## config.mk

```make
export PLATFORM = sky130hd
export DESIGN_NAME = width_match_fifo
export DESIGN_NICKNAME = d
export VERILOG_FILES = /design/src/rtl/wmf_pkg.sv /design/src/rtl/wmf_packer.sv /design/src/rtl/wmf_store.sv /design/src/rtl/wmf_unpacker.sv /design/src/rtl/width_match_fifo.sv
export SDC_FILE = /design/constraint.sdc
export NUM_CORES = 1
export LEC_CHECK = 0
export BUFFER_PORTS_ARGS = -buffer_cell sky130_fd_sc_hd__clkbuf_2
export CAP_MARGIN = 20
export CORE_ASPECT_RATIO = 0.75
export CORE_MARGIN = 2
export CORE_UTILIZATION = 30
export CTS_CLUSTER_SIZE = 8
export DETAILED_ROUTE_END_ITERATION = 8
export GPL_TIMING_DRIVEN = 0
export MAX_ROUTING_LAYER = met4
export PLACE_DENSITY = 0.55
export RECOVER_POWER = 100
export SKIP_LAST_GASP = 1
export SLEW_MARGIN = 20
export SYNTH_ARGS = -nofsm -noshare
export SYNTH_HDL_FRONTEND = slang
export SYNTH_HIERARCHICAL = 1
export SYNTH_SLANG_ARGS = --single-unit
```

## constraint.sdc

```tcl
create_clock -name clk -period 6.4 [get_ports clk]
set_input_delay 1.28 -clock clk [delete_from_list [all_inputs] [get_ports clk]]
set_output_delay 1.28 -clock clk [all_outputs]
set_load 0.02 [all_outputs]
```

## src/rtl/wmf_pkg.sv

```systemverilog
package wmf_pkg;
  localparam int WORD_W  = 36;
  localparam int SLICE_W = WORD_W / 4;
  localparam int HALF_W  = WORD_W / 2;

  typedef enum logic [2:0] {
    BM_W36_R36 = 3'd0,
    BM_W36_R18 = 3'd1,
    BM_W36_R9  = 3'd2,
    BM_W18_R36 = 3'd3,
    BM_W9_R36  = 3'd4
  } bm_mode_e;

  function automatic bm_mode_e legal_mode(logic [2:0] code);
    case (code)
      3'd1:    return BM_W36_R18;
      3'd2:    return BM_W36_R9;
      3'd3:    return BM_W18_R36;
      3'd4:    return BM_W9_R36;
      default: return BM_W36_R36;
    endcase
  endfunction

  function automatic int unsigned wr_pieces(bm_mode_e m);
    case (m)
      BM_W18_R36: return 2;
      BM_W9_R36:  return 4;
      default:    return 1;
    endcase
  endfunction

  function automatic int unsigned rd_pieces(bm_mode_e m);
    case (m)
      BM_W36_R18: return 2;
      BM_W36_R9:  return 4;
      default:    return 1;
    endcase
  endfunction

  // Lane of the k-th piece in arrival/departure order; lane 0 is least significant.
  function automatic logic [1:0] piece_lane(logic [1:0] k, int unsigned n, logic big);
    logic [1:0] r;
    r = big ? 2'(n - 1 - 32'(k)) : k;
    return r;
  endfunction

  function automatic logic [WORD_W-1:0] put_piece(logic [WORD_W-1:0] w,
                                                  logic [WORD_W-1:0] d,
                                                  int unsigned n, logic [1:0] lane);
    logic [WORD_W-1:0] r;
    r = w;
    case (n)
      2:       r[int'(lane[0])*HALF_W +: HALF_W]  = d[HALF_W-1:0];
      4:       r[int'(lane)*SLICE_W +: SLICE_W]   = d[SLICE_W-1:0];
      default: r = d;
    endcase
    return r;
  endfunction

  function automatic logic [WORD_W-1:0] get_piece(logic [WORD_W-1:0] w,
                                                  int unsigned n, logic [1:0] lane);
    logic [WORD_W-1:0] r;
    r = '0;
    case (n)
      2:       r[HALF_W-1:0]  = w[int'(lane[0])*HALF_W +: HALF_W];
      4:       r[SLICE_W-1:0] = w[int'(lane)*SLICE_W +: SLICE_W];
      default: r = w;
    endcase
    return r;
  endfunction
endpackage

```

## src/rtl/wmf_packer.sv

```systemverilog
module wmf_packer
  import wmf_pkg::*;
(
  input  logic              clk,
  input  logic              rst_n,
  input  bm_mode_e          mode,
  input  logic              big,
  input  logic              wr_en,
  input  logic [WORD_W-1:0] wr_data,
  input  logic              full,
  output logic              push,
  output logic [WORD_W-1:0] push_word
);
  logic [1:0]        k_q;
  logic [WORD_W-1:0] acc_q;
  logic              accept;
  logic              last;
  int unsigned       n;

  always_comb begin
    n         = wr_pieces(mode);
    accept    = wr_en & ~full;
    last      = (32'(k_q) == n - 1);
    push_word = put_piece(acc_q, wr_data, n, piece_lane(k_q, n, big));
    push      = accept & last;
  end

  always_ff @(posedge clk) begin
    if (!rst_n) begin
      k_q   <= '0;
      acc_q <= '0;
    end else if (accept) begin
      if (last) begin
        k_q   <= '0;
        acc_q <= '0;
      end else begin
        k_q   <= k_q + 2'd1;
        acc_q <= push_word;
      end
    end
  end
endmodule

```

## src/rtl/wmf_store.sv

```systemverilog
module wmf_store
  import wmf_pkg::*;
#(
  parameter  int DEPTH = 16,
  localparam int PTR_W = (DEPTH > 1) ? $clog2(DEPTH) : 1,
  localparam int CNT_W = $clog2(DEPTH + 1)
) (
  input  logic              clk,
  input  logic              rst_n,
  input  logic              push,
  input  logic [WORD_W-1:0] push_word,
  input  logic              pop,
  output logic [WORD_W-1:0] head,
  output logic [CNT_W-1:0]  count,
  output logic              full,
  output logic              empty
);
  logic [WORD_W-1:0] mem [DEPTH];
  logic [PTR_W-1:0]  wr_ptr, rd_ptr;

  function automatic logic [PTR_W-1:0] bump(logic [PTR_W-1:0] p);
    return (32'(p) == DEPTH - 1) ? '0 : p + PTR_W'(1);
  endfunction

  assign head  = mem[rd_ptr];
  assign full  = (32'(count) == DEPTH);
  assign empty = (count == '0);

  always_ff @(posedge clk) begin
    if (push) mem[wr_ptr] <= push_word;
  end

  always_ff @(posedge clk) begin
    if (!rst_n) begin
      wr_ptr <= '0;
      rd_ptr <= '0;
      count  <= '0;
    end else begin
      if (push) wr_ptr <= bump(wr_ptr);
      if (pop)  rd_ptr <= bump(rd_ptr);
      case ({push, pop})
        2'b10:   count <= count + CNT_W'(1);
        2'b01:   count <= count - CNT_W'(1);
        default: count <= count;
      endcase
    end
  end
endmodule

```

## src/rtl/wmf_unpacker.sv

```systemverilog
module wmf_unpacker
  import wmf_pkg::*;
(
  input  logic              clk,
  input  logic              rst_n,
  input  bm_mode_e          mode,
  input  logic              big,
  input  logic              rd_en,
  input  logic              empty,
  input  logic [WORD_W-1:0] head,
  output logic [WORD_W-1:0] rd_data,
  output logic              pop
);
  logic [1:0]  k_q;
  logic        accept;
  logic        last;
  int unsigned n;

  always_comb begin
    n       = rd_pieces(mode);
    accept  = rd_en & ~empty;
    last    = (32'(k_q) == n - 1);
    rd_data = get_piece(head, n, piece_lane(k_q, n, big));
    pop     = accept & last;
  end

  always_ff @(posedge clk) begin
    if (!rst_n)      k_q <= '0;
    else if (accept) k_q <= last ? 2'd0 : k_q + 2'd1;
  end
endmodule

```

## src/rtl/width_match_fifo.sv

```systemverilog
module width_match_fifo
  import wmf_pkg::*;
#(
  parameter  int DEPTH = 16,
  localparam int CNT_W = $clog2(DEPTH + 1)
) (
  input  logic        clk,
  input  logic        rst_n,
  input  logic [2:0]  cfg_bus_sel,
  input  logic        cfg_big_end,
  input  logic        wr_en,
  input  logic [35:0] wr_data,
  input  logic        rd_en,
  output logic [35:0] rd_data,
  output logic        full,
  output logic        empty
);
  bm_mode_e          mode_q;
  logic              big_q;
  logic              push, pop;
  logic [WORD_W-1:0] push_word, head;
  logic [CNT_W-1:0]  word_count;

  // Configuration is captured only while master reset is held.
  always_ff @(posedge clk) begin
    if (!rst_n) begin
      mode_q <= legal_mode(cfg_bus_sel);
      big_q  <= cfg_big_end;
    end
  end

  wmf_packer u_pack (
    .clk(clk), .rst_n(rst_n), .mode(mode_q), .big(big_q),
    .wr_en(wr_en), .wr_data(wr_data), .full(full),
    .push(push), .push_word(push_word)
  );

  wmf_store #(.DEPTH(DEPTH)) u_store (
    .clk(clk), .rst_n(rst_n), .push(push), .push_word(push_word),
    .pop(pop), .head(head), .count(word_count), .full(full), .empty(empty)
  );

  wmf_unpacker u_unpack (
    .clk(clk), .rst_n(rst_n), .mode(mode_q), .big(big_q),
    .rd_en(rd_en), .empty(empty), .head(head),
    .rd_data(rd_data), .pop(pop)
  );
endmodule

```

-- After elaboration in Yosys (flattened, before gate mapping)
Memories as Yosys holds them, arrays and structs flattened. A register that Yosys moved wholly into a read port is not among the register bits.
Index checks and enable logic that the tools add are counted.
- output and inout port bits: 38
- bits in registers: 57
- memories: 1
- RAM bits: 576
- input bits: 44
- bitwise gates (word level): 6
- shifts and indexed selects: 6
- reductions and logical operators: 3
- add/sub/neg operators: 12
- eq/ne operators: 19
- $mul: 4
- mux-type cells: 21
- memory list (name ; depth ; bits a word ; read ports ; clocked after Yosys merged registers in ; write ports ; line ; source):
    u_store.mem ; 16 ; 36 ; 1 ; 1 ; 1 ; wmf_store.sv:18 ; logic [WORD_W-1:0] mem [DEPTH];
- operators with widths (cell ; number):
    $bwmux W36 ; 2
    $pmux W36 S2 ; 1
    $neg A32 Y33 ; 2
    $eq A2 B32 Y1 ; 2
    $mux W36 ; 1
    $pmux W9 S2 ; 2
    $shift A18 B33 Y36 const A ; 1
    $shift A9 B33 Y36 const A ; 1
    $shiftx A18 B33 Y36 ; 1
    $shiftx A36 B32 Y18 ; 1
    $shiftx A36 B32 Y9 ; 1
    $shiftx A9 B33 Y36 ; 1
    $eq A3 B2 Y1 const B ; 6
    $mux W18 ; 1
    $mux W4 ; 4
    $eq A3 B3 Y1 const B ; 4
    $mul A2 B4 Y6 const B ; 2
    $pmux W3 S2 ; 2
    $pmux W3 S4 ; 1
    $mul A1 B4 Y5 const B ; 2
    $pmux W5 S2 ; 1
    $add A4 B1 Y4 const B ; 2
    $eq A4 B4 Y1 const B ; 2
    $mux W2 ; 4
    other kinds (15) ; 24

-- Depth between registers and ports, before layout
- word-level depth: 11
- depth in mapped cells: 16

-- By module
Netlist, hierarchy kept.
- by module, submodules not included (module ; cells an instance ; instances ; seq. area each (um2) ; area each (um2)):
    wmf_store ; 998 ; 1 ; 17636.9 ; 22494.1
    wmf_packer ; 314 ; 1 ; 760.7 ; 2733.9
    wmf_unpacker ; 116 ; 1 ; 40.0 ; 969.7
    width_match_fifo ; 8 ; 1 ; 120.1 ; 153.9

-- Worst setup path after synthesis
OpenSTA, ideal clock, no wires.
- path type: flip-flop to output port
- start point: register mode_q[1]
- end point: output port rd_data[0]
- arrival time: 2582 ps
- required time: 5120 ps
- stages on the path, launching flop included: 9
- path slack: 2538 ps
- path through: edfxtp_1 > nor3b_1 > inv_1 > ha_1 > xor2_1 > nand2_2 > xnor2_2 > mux4_2 > a221o_1
- longest elaborated chain between the ends: 8
- elaborated cells on any way between the ends: 13
- ends and longest elaborated chain (item ; line ; source):
    start: declaration ; width_match_fifo.sv:18 ; bm_mode_e mode_q;
    start signal: assignment ; width_match_fifo.sv:27 ; mode_q <= legal_mode(cfg_bus_sel);
    $eq A3 B2 Y1 / $eq A3 B1 Y1 (equally long branches) ; wmf_pkg.sv:33 ; case (m)
    $pmux W3 S2 * ; wmf_pkg.sv:33 ;
    $sub A3 B1 Y4 ; n/a ;
    $sub A2 B2 Y2 ; wmf_pkg.sv:43 ; r = big ? 2'(n - 1 - 32'(k)) : k;
    $mux W2 ; wmf_pkg.sv:43 ;
    $mul A2 B4 Y6 / $mul A1 B4 Y5 (equally long branches) ; wmf_pkg.sv:66, wmf_pkg.sv:65 ;
    $shiftx A36 B32 Y9 / $shiftx A36 B32 Y18 (equally long branches) ; wmf_pkg.sv:66, wmf_pkg.sv:65 ;
    $pmux W9 S2 * ; wmf_pkg.sv:64 ; case (n)
    end: declaration ; width_match_fifo.sv:14 ; output logic [35:0] rd_data,
Mark *: on every way between the ends. The rest lies on a longest branch, timed or not.

==> impl_metrics.py <==
metrics = {
    "timing": {
        "fin_tns_setup_ns": 0,
        "finClkSkew_ns": 0.0217,
        "min_period_ns": 6.11,
        "rsz0062_at_grt": "false",
        "setup_viol": 0,
        "slew_viol_final": 193,
        "relSlewSlack_pct": -66.5,
        "tightest_slew_ns": 2.50,
        "hold-worst-slack_ns": 0.456,
        "min_period_over_period_pct": 95.4,
        "fmax_ghz": 0.164,
        "final_hold_viol_count": 0,
    },
    "clock_tree": {
        "clock_latency_ns": 0.62,
        "post_cts_resize_count": 0,
        "numCtsBuffers": 89,
        "cts_buffer_depth": 3,
        "root_buffer": "clkbuf_16",
        "cts_tree": "built",
        "clkTransAtPathRegs_ns": 0.06,
        "numClockSinks": 637,
        "cts_max_level": 3,
        "cts_hold_buf": 0,
        "cts_setup_buffers": 0,
    },
    "global_routing": {
        "track_usage_pct": 16.9,
        "grt.met1_usage_pct": 23.9,
        "busiest_layer": "met2",
        "grt_use_met2_pct": 25.1,
        "grt.overflow.total": 0,
        "grt_pass1_wl_mm": 106,
        "grt_util_met3_pct": 3.18,
        "grt_pass1_vias": 14989,
        "grt_start_max_net_pins": 37,
        "antenna_found_initial": 11,
    },
    "logic_synthesis": {
        "synth_area_um2": 26400,
        "synth_top_area_share_pct": 66.1,
        "ys_top_cells_by_area": "edfxtp_1 (66%), mux4_2 (13%), dfxtp_1 (4.3%)",
        "yosysUniqueCellTypes": 71,
        "syn_area_per_cell_um2": 18.4,
        "synth_ff_type": "edfxtp_1",
        "synth_area_leader_cell": "edfxtp_1",
        "synthCells": 1436,
        "synth-seq-cells": 637,
        "synth_nets": 1496,
        "yosys_warnings": 6,
        "seq_area_frac_synth_pct": 70.4,
        "synthArstFlopShare_pct": 0,
        "synth_edf_count": 580,
    },
    "final_layout": {
        "design_area_um2": 30600,
        "drive_above_1_share_pct": 23.3,
        "fin_nets": 1673,
        "area_growth_pct": 16.2,
        "mostFrequentLayoutCells": "edfxtp_1 (580), mux4_2 (153), nand2_1 (104)",
        "final_common_cell": "edfxtp_1",
        "instances_no_fill": 2798,
    },
    "floorplan": {
        "fp.dieH_um": 261,
        "dieArea_um2": 90300,
        "core_area_um2": 87400,
        "rows": 94,
        "io_pins": 82,
        "die_w_um": 346,
        "start_util_pct": 30.2,
    },
    "worst_setup_path": {
        "r2r-start": "mode_q[1]$_DFFE_PN_",
        "r2r_cells": 9,
        "cp-start-kind": "register",
        "r2r_setup_slack_ns": 0.82,
        "critPathKind": "register to output port",
        "path_max_fanout": 10,
        "cp.arrival_ns": 4.83,
        "cp-end-kind": "output port",
        "cp_data_required_time_ns": 5.12,
        "r2r-end": "u_store/mem[15][21]$_DFFE_PP_",
    },
    "min_path": {
        "hold_path.class": "register to register",
        "hold_path_depth": 2,
        "min_from": "u_pack/acc_q[9]$_SDFFE_PN0P_",
        "holdPathEnd": "u_pack/acc_q[9]$_SDFFE_PN0P_",
    },
    "place": {
        "place.gp.congestion": 0.847,
        "dp.cells": 2674,
        "port_buffers": 81,
        "place_hpwl_mm": 48.0,
        "dpl_cell_area_um2": 28400,
    },
    "run": {
        "maxCapViolCount": 7,
    },
    "route": {
        "num_vias": 15063,
        "first_pass_iters": 6,
        "ant_nets": 0,
        "drc": 0,
        "vias_per_cell": 5.38,
        "drt_wl_total_mm": 74.5,
        "wl_per_cell_um": 26.6,
        "drtIter0Drc": 1825,
    },
    "power_and_ir_drop": {
        "peakVddDrop_v": 0.000214,
        "pwr_density_cell_nw_per_um2": 374,
        "p_leak_nw": 9.80,
    },
    "outcome": {
        "status": "complete, but fails checks",
        "violations": "max-capacitance violations, max-slew violations",
    },
}
flip-flops by register name, summed over array words and instances (netlist names), named ones only:
register / count
u_store/mem: 576
u_store/rd_ptr: 4
u_unpack/k_q: 2
big_q: 1
mode_q: 3
u_store/count: 5
u_pack/k_q: 2
u_pack/acc_q: 36
u_store/wr_ptr: 4
worst max-delay path by stage:
stage	from	end	slack (ns)	cells after the start
4_1_cts	register	rd_data[5]	0.61	9
6_report	register	rd_data[6]	0.29	9
2_1_floorplan	mode_q[1]$_DFFE_PN_	rd_data[0]	2.54	8
5_1_grt	register	rd_data[6]	0.23	9
3_5_place_dp	register	rd_data[5]	1.28	9
3_3_place_gp	mode_q[2]$_DFFE_PN_	u_store/mem[8][19]$_DFFE_PP_	0.65	10
critical path: stages (launching register included):
cell and delay (ns):
dfxtp_1 0.31, buf_2 0.34, buf_2 0.50, clkbuf_1 0.60, mux4_2 0.40, a22oi_1 0.40
nand2_1 0.42, mux4_2 0.55, a221o_1 0.44, clkbuf_1 0.21
per-layer routing:
metal	share of wire [%]	vias up
met1	44	8030
li1	-	6268
met3	8.5	93
met5	0	-
met2	45	672
met4	1.8	0
through the flow:
step / setup slack [ns] / total power, mW / util, %
global placement: 0.653 / 7.35 / 32.3
finish: 0.292 / 11.4 / 35.0
CTS: 0.607 / 11.6 / 35.2
global route: 0.230 / 11.9 / 35.0
floorplan: 2.54 / 6.54 / -
detailed placement: 1.28 / 7.41 / 32.5
area by class of cell:
| type | instances | area (um^2) |
|---|---|---|
| clock inverter | 4 | 37.5 |
| antenna | 3 | 7.51 |
| inverter | 34 | 128 |
| tap | 1152 | 1440 |
| timing repair buffer | 86 | 473 |
| sequential | 637 | 18600 |
| fill | 8153 | 56800 |
| clock buffer | 117 | 2350 |
| multi-input combinational | 683 | 7220 |
| buffer | 82 | 409 |
cell usage after synthesis (5+ instances only):
cell	number
edfxtp_1	580
mux4_2	153
nand2_1	104
a22oi_1	90
dfxtp_1	57
clkbuf_1	40
a22o_1	39
and2_1	38
inv_1	33
nor2_1	28
buf_2	21
ha_1	16
mux2i_1	15
nor2b_1	15
a31oi_1	11
buf_6	10
o21ai_0	10
a221o_1	9
a222oi_1	9
o211ai_1	9
o22ai_1	9
o2bb2ai_1	9
a21oi_1	8
o221ai_1	8
xor2_1	8
buf_1	7
mux2_1	6
xnor2_1	6
and3_1	5
nand2b_1	5
nand3_1	5
cell families (layout without fill, tap and decap cells):
| logic type | Yosys count | in the layout | synth area share [%] |
|---|---|---|---|
| compound gates | 241 | 241 | 7.50 |
| xor+xnor | 17 | 17 | 0.693 |
| fa+ha+maj | 16 | 16 | 0.760 |
| buf+inv | 116 | 323 | 2.09 |
| flops | 637 | 637 | 70.4 |
| mux | 177 | 177 | 14.0 |
| other cells | 0 | 3 | 0 |
| simple gates | 232 | 232 | 4.50 |
report_power, final:
group	total, mW	internal, mW	switching, mW
combinational	2.48	0.965	1.52
sequential	4.82	4.76	0.0635
clock	4.15	2.52	1.63
Power figures use the tool's default switching activity.
